File: config.mk
export PLATFORM = sky130hd
export DESIGN_NAME = rotating_reg_file
export DESIGN_NICKNAME = d
export VERILOG_FILES = /design/src/rtl/rrf_pkg.sv /design/src/rtl/rrf_base_ctr.sv /design/src/rtl/rrf_addr_map.sv /design/src/rtl/rrf_storage.sv /design/src/rtl/rotating_reg_file.sv
export SDC_FILE = /design/constraint.sdc
export NUM_CORES = 1
export LEC_CHECK = 0
export ABC_CLOCK_PERIOD_IN_PS = 5550
export BUFFER_PORTS_ARGS = -buffer_cell sky130_fd_sc_hd__buf_2
export CAP_MARGIN = 20
export CORE_ASPECT_RATIO = 2
export CORE_MARGIN = 5
export CORE_UTILIZATION = 51
export CTS_CLUSTER_DIAMETER = 100
export DETAILED_ROUTE_END_ITERATION = 7
export PLACE_DENSITY = 0.7
export SYNTH_ARGS = -nofsm -noshare
export SYNTH_HDL_FRONTEND = slang
export SYNTH_SLANG_ARGS = --single-unit
File: constraint.sdc
create_clock -name clk_i -period 5.55 [get_ports clk_i]
set_input_delay 1.11 -clock clk_i [delete_from_list [all_inputs] [get_ports clk_i]]
set_output_delay 1.11 -clock clk_i [all_outputs]
set_load 0.1 [all_outputs]
File: src/rtl/rrf_pkg.sv
package rrf_pkg;
  typedef enum logic [1:0] {
    RRB_HOLD = 2'd0,
    RRB_DEC  = 2'd1,
    RRB_ZERO = 2'd2
  } rrb_op_e;
endpackage

File: src/rtl/rrf_base_ctr.sv
module rrf_base_ctr #(
  parameter int unsigned IDX_W = 5
) (
  input  logic             clk_i,
  input  logic             rst_ni,
  input  logic             rotate_i,
  input  logic             clear_i,
  output logic [IDX_W-1:0] rrb_o
);
  import rrf_pkg::*;

  rrb_op_e          op;
  logic [IDX_W-1:0] rrb_q, rrb_d;

  // clear wins over rotate
  always_comb begin
    if (clear_i)       op = RRB_ZERO;
    else if (rotate_i) op = RRB_DEC;
    else               op = RRB_HOLD;
  end

  always_comb begin
    unique case (op)
      RRB_DEC:  rrb_d = rrb_q - IDX_W'(1);
      RRB_ZERO: rrb_d = '0;
      default:  rrb_d = rrb_q;
    endcase
  end

  always_ff @(posedge clk_i or negedge rst_ni) begin
    if (!rst_ni) rrb_q <= '0;
    else         rrb_q <= rrb_d;
  end

  assign rrb_o = rrb_q;
endmodule

File: src/rtl/rrf_addr_map.sv
module rrf_addr_map #(
  parameter int unsigned IDX_W = 5,
  parameter int unsigned OFF_W = 4
) (
  input  logic              [IDX_W-1:0] base_i,
  input  logic signed       [OFF_W-1:0] off_i,
  input  logic              [IDX_W-1:0] rrb_i,
  output logic              [IDX_W-1:0] idx_o
);
  localparam int unsigned SUM_W = (IDX_W > OFF_W) ? IDX_W : OFF_W;

  logic [SUM_W-1:0] off_ext;
  logic [SUM_W-1:0] sum;

  // sign-extend, then let the add wrap; low bits give mod 2^IDX_W
  assign off_ext = SUM_W'(off_i);
  assign sum     = SUM_W'(base_i) + off_ext + SUM_W'(rrb_i);
  assign idx_o   = sum[IDX_W-1:0];
endmodule

File: src/rtl/rrf_storage.sv
module rrf_storage #(
  parameter int unsigned DEPTH  = 32,
  parameter int unsigned DATA_W = 32,
  parameter int unsigned NUM_RD = 2,
  localparam int unsigned IDX_W = $clog2(DEPTH)
) (
  input  logic              clk_i,
  input  logic              rst_ni,
  input  logic              we_i,
  input  logic [IDX_W-1:0]  widx_i,
  input  logic [DATA_W-1:0] wdata_i,
  input  logic [IDX_W-1:0]  ridx_i  [NUM_RD],
  output logic [DATA_W-1:0] rdata_o [NUM_RD]
);
  logic [DATA_W-1:0] mem_q [DEPTH];

  always_ff @(posedge clk_i or negedge rst_ni) begin
    if (!rst_ni) begin
      for (int i = 0; i < DEPTH; i++) mem_q[i] <= '0;
    end else if (we_i) begin
      mem_q[widx_i] <= wdata_i;
    end
  end

  for (genvar g = 0; g < NUM_RD; g++) begin : g_rd
    logic hit;
    assign hit        = we_i && (widx_i == ridx_i[g]);
    assign rdata_o[g] = hit ? wdata_i : mem_q[ridx_i[g]];
  end
endmodule

File: src/rtl/rotating_reg_file.sv
module rotating_reg_file #(
  parameter int unsigned NUM_REGS = 32,
  parameter int unsigned DATA_W   = 32,
  parameter int unsigned OFF_W    = 4,
  localparam int unsigned IDX_W   = $clog2(NUM_REGS)
) (
  input  logic                    clk_i,
  input  logic                    rst_ni,
  input  logic                    rotate_i,
  input  logic                    rrb_clr_i,
  input  logic                    we_i,
  input  logic        [IDX_W-1:0] wr_base_i,
  input  logic signed [OFF_W-1:0] wr_off_i,
  input  logic       [DATA_W-1:0] wr_data_i,
  input  logic        [IDX_W-1:0] rd0_base_i,
  input  logic signed [OFF_W-1:0] rd0_off_i,
  output logic       [DATA_W-1:0] rd0_data_o,
  input  logic        [IDX_W-1:0] rd1_base_i,
  input  logic signed [OFF_W-1:0] rd1_off_i,
  output logic       [DATA_W-1:0] rd1_data_o
);
  localparam int unsigned NUM_RD = 2;

  logic              [IDX_W-1:0]  rrb_q;
  logic              [IDX_W-1:0]  widx;
  logic              [IDX_W-1:0]  rd_base [NUM_RD];
  logic signed       [OFF_W-1:0]  rd_off  [NUM_RD];
  logic              [IDX_W-1:0]  ridx    [NUM_RD];
  logic              [DATA_W-1:0] rdata   [NUM_RD];

  assign rd_base[0] = rd0_base_i;
  assign rd_off[0]  = rd0_off_i;
  assign rd_base[1] = rd1_base_i;
  assign rd_off[1]  = rd1_off_i;

  rrf_base_ctr #(.IDX_W(IDX_W)) u_base_ctr (
    .clk_i    (clk_i),
    .rst_ni   (rst_ni),
    .rotate_i (rotate_i),
    .clear_i  (rrb_clr_i),
    .rrb_o    (rrb_q)
  );

  // write uses the pre-update base
  rrf_addr_map #(.IDX_W(IDX_W), .OFF_W(OFF_W)) u_wr_map (
    .base_i (wr_base_i),
    .off_i  (wr_off_i),
    .rrb_i  (rrb_q),
    .idx_o  (widx)
  );

  for (genvar g = 0; g < NUM_RD; g++) begin : g_rd_map
    rrf_addr_map #(.IDX_W(IDX_W), .OFF_W(OFF_W)) u_rd_map (
      .base_i (rd_base[g]),
      .off_i  (rd_off[g]),
      .rrb_i  (rrb_q),
      .idx_o  (ridx[g])
    );
  end

  rrf_storage #(.DEPTH(NUM_REGS), .DATA_W(DATA_W), .NUM_RD(NUM_RD)) u_storage (
    .clk_i   (clk_i),
    .rst_ni  (rst_ni),
    .we_i    (we_i),
    .widx_i  (widx),
    .wdata_i (wr_data_i),
    .ridx_i  (ridx),
    .rdata_o (rdata)
  );

  assign rd0_data_o = rdata[0];
  assign rd1_data_o = rdata[1];
endmodule

==> impl_metrics.toml <==
[drt]
drtAntennaViolNets = 0
via_count = 36930
drt_iter0_drc = 3126
drc = 0
viasPerCell = 6.697
wl_um = 179600
dr.pass1.iters = 5
wl_per_cell_um = 32.56

[floorplan]
coreArea_sq_mm = 0.1110
die_area_sq_mm = 0.1187
die_w_um = 246.2
start_util = 0.5123
num_rows = 173
die_h_um = 482.3
ios = 128

[critical_path]
cp_common_cell = "buf_12"
cp_data_arrival_time_ps = 4810
critPathMaxFanout = 6
crit_slowest_cell = "fa_4"
endpoint_kind = "output pin"
worstSetupPathType = "input port to output pin"
max_stage_delay_ps = 880
cp-start-kind = "input port"
cp_num_buf_inv = 8
crit_chain = "buf_6, inv_2, fa_1, inv_2, ha_4, fa_4, buf_12, buf_16, buf_12, buf_6, mux4_2, mux2i_1, nor2_1, a211oi_2, a21oi_2, mux2_4, buf_12"
cp.required_ps = 4440
crit_family = "adder cells"

[placed_design]
gp_congestion = 0.8017
place_ws_ps = -597.9
port_buffers = 127
dp_cells = 5227
place_area_sq_mm = 0.06127
dp_hpwl_um = 102200

[power_and_ir_drop]
power.density_mw_per_mm2 = 740.1
leakagePower_uw = 0.03006
peakVddDrop_mv = 1.444

[sta]
hold_viol = 0
fin_ws_ps = -370.5
max_clock_freq_ghz = 0.1689
slew_violations = 0
fin_crit_sh = 1.067
rsz0062_at_grt = "true"
slew_headroom = 0.3229
period_needed_ps = 5920
final-setup-viol-count = 64
skew_ps = 21.14
worstMarginPinSlew_ps = 1015

[synthesis]
synth_top_family_by_area = "multiplexers"
synthCells = 3743
synthFlopType = "dfrtp_1"
syn_area_per_cell_sq_um = 15.20
synth-compound-area-share = 0.02070
yosys.area_share.simple = 0.01458
ys_async_sr_fraction = 1.000
yosysWarnings = 0
synth-xor-area-share = 0.005301
synthAdderAreaFrac = 0.007478
synthMuxAreaShare = 0.4670
synth_edf_count = 0
ys_seq_area_frac = 0.4526
synth_cell_type_count = 38
syn-num-nets = 3832
syn_area_sq_mm = 0.05689
ys_ff_latch = 1029

[clock_tree]
clk_path_buf_depth = 3
h-tree-depth = 3
cts_tree = "done"
worstSkewPairLatency_ps = 700
cts_inserted_buffers = 94
hold_buffers = 0
clock-sinks = 1029
clk_pin_slew_worst_paths_ps = 60
root_buffer = "clkbuf_16"

[cells_and_area]
area_delta_synth_final_pct = 21.42
stdcell_area_sq_mm = 0.06908
finalNonFillerCells = 5514
num-fill-cells = 7897
nets = 4036
drive_gt1_frac = 0.6511

[status]
status = "finished, violations left"
violations = "setup timing"

[global_route]
grt_max_degree = 152
grt_pass1_wl_um = 266900
antenna_found_initial = 4
grt_pass1_vias = 40075
grt_use_total = 0.3037
grt_remaining_overflow = 0

[flow_run]
maxCapViolations = 0

[min_path]
min_path_type = "input port to asynchronous set/reset pin"
## worst reg2reg max path: cells and delay by family (launching register included)
family                   cells  cell delay (ps)
AND/OR/NAND/NOR              2             1570
adder cells (fa/ha/maj)      3             1180
multiplexers                 1              600
flip-flops                   1              380
XOR/XNOR                     1              180
buffers and inverters        2              120
## per-layer routing
layer,routed length [um],GRT usage,vias to the layer above
met5,12,0,-
met4,10660,0.1518,2
met3,11670,0.05097,518
met2,91400,0.5133,1586
met1,65810,0.3808,20115
li1,-,-,14709
## stage by stage
| step | TNS [ps] | total power (uW) | hold slack [ps] | util |
|---|---|---|---|---|
| finish | -16870 | 51120 | 381.5 | 0.6221 |
| detailed placement | -30440 | 38180 | 498.3 | 0.5518 |
| floorplan | -72.12 | 30810 | 469.7 | - |
| CTS | -16780 | 50250 | 393.3 | 0.6172 |
| global placement | -30600 | 37550 | 478.3 | 0.5518 |
| global route | -21770 | 53080 | 428.4 | 0.6221 |
## cell families after synthesis
kind of cell    Yosys count
flops                  1029
fa+ha+maj                25
mux                    1856
xor+xnor                 31
buf+inv                 403
simple gates            200
compound gates          199
## power breakdown
part	switching [uW]	total [uW]	internal [uW]
registers	2810	14000	11200
logic	14700	30100	15400
clock network	3090	7090	4000
total	20600	51100	30500
## sequential cells by signal, indices dropped and copies added (netlist names)
| register | flops |
|---|---|
| u_base_ctr.rrb_o | 5 |
| u_storage.mem_q | 1024 |
## layout make-up
cell class | count | area (sq um) | area share
tap | 1487 | 1861 | 0.02693
sequential | 1029 | 25750 | 0.3728
inverter | 14 | 52.55 | 0.0007608
clock buffer | 129 | 2749 | 0.03980
timing repair buffer | 497 | 6967 | 0.1009
clock inverter | 44 | 556.8 | 0.008061
antenna | 3 | 7.507 | 0.0001087
multi-input combinational | 2311 | 31130 | 0.4507
## cell usage in the layout, fill, tap and decap left out, types with 19 or more instances in the layout
cell and n:
a21oi_1 27, mux4_2 512, buf_2 58, buf_4 159, mux2_4 129, a21oi_2 84
buf_12 186, buf_6 34, dfrtp_1 1029, mux2_1 23, a21oi_4 20, mux2i_1 105
clkbuf_16 102, buf_16 32, a211oi_2 48, mux2_2 1064, nor2_1 135, mux2i_2 19
buf_8 22
## final timing paths
| check | from | end | slack [ps] | depth (start not counted) |
|---|---|---|---|---|
| worst max-delay path | rd1_base_i[1] | rd1_data_o[6] | -370 | 17 |
| worst min-delay path | rst_ni | u_storage.mem_q[252]$_DFFE_PN0P_ | 380 | 1 |
| worst max register to register | u_base_ctr.rrb_o[1]$_DFFE_PN0P_ | u_storage.mem_q[713]$_DFFE_PN0P_ | 1390 | 9 |
| worst min register to register | u_storage.mem_q[266]$_DFFE_PN0P_ | u_storage.mem_q[266]$_DFFE_PN0P_ | 510 | 1 |
| max in group asynchronous | rst_ni | u_storage.mem_q[747]$_DFFE_PN0P_ | 3810 | 2 |
| min in group clk_i | u_storage.mem_q[266]$_DFFE_PN0P_ | u_storage.mem_q[266]$_DFFE_PN0P_ | 510 | 1 |
## synth_stat cells (2+ instances only)
cell type / number / share of area
mux2i_1: 128 / 0.023
nand2_1: 26 / 0.0017
xor2_2: 2 / 0.00057
buf_4: 9 / 0.0012
buf_2: 137 / 0.012
fa_1: 15 / 0.0053
nor2_4: 2 / 0.00040
a21oi_1: 130 / 0.011
nand4_2: 2 / 0.00044
xnor2_2: 2 / 0.00057
nor3_1: 2 / 0.00018
mux2_2: 1177 / 0.23
inv_1: 14 / 0.00092
xor2_1: 5 / 0.00077
nor2_1: 157 / 0.010
buf_6: 16 / 0.0032
ha_1: 10 / 0.0022
clkbuf_1: 193 / 0.013
xnor2_1: 22 / 0.0034
a21o_1: 3 / 0.00040
mux2_4: 16 / 0.0042
mux4_2: 512 / 0.20
dfrtp_1: 1029 / 0.45
buf_1: 34 / 0.0022
a211oi_1: 65 / 0.0086
mux2_1: 23 / 0.0046
## what timing repair did
action,4_1_cts,5_1_grt
gates cloned,41,4
endpoints found under the setup margin,64,64
endpoints found under the hold margin,0,0
pin swaps,89,98
buffers inserted,64,29
resized for setup,539,163
Note: power is estimated with default switching activity, not from simulation.
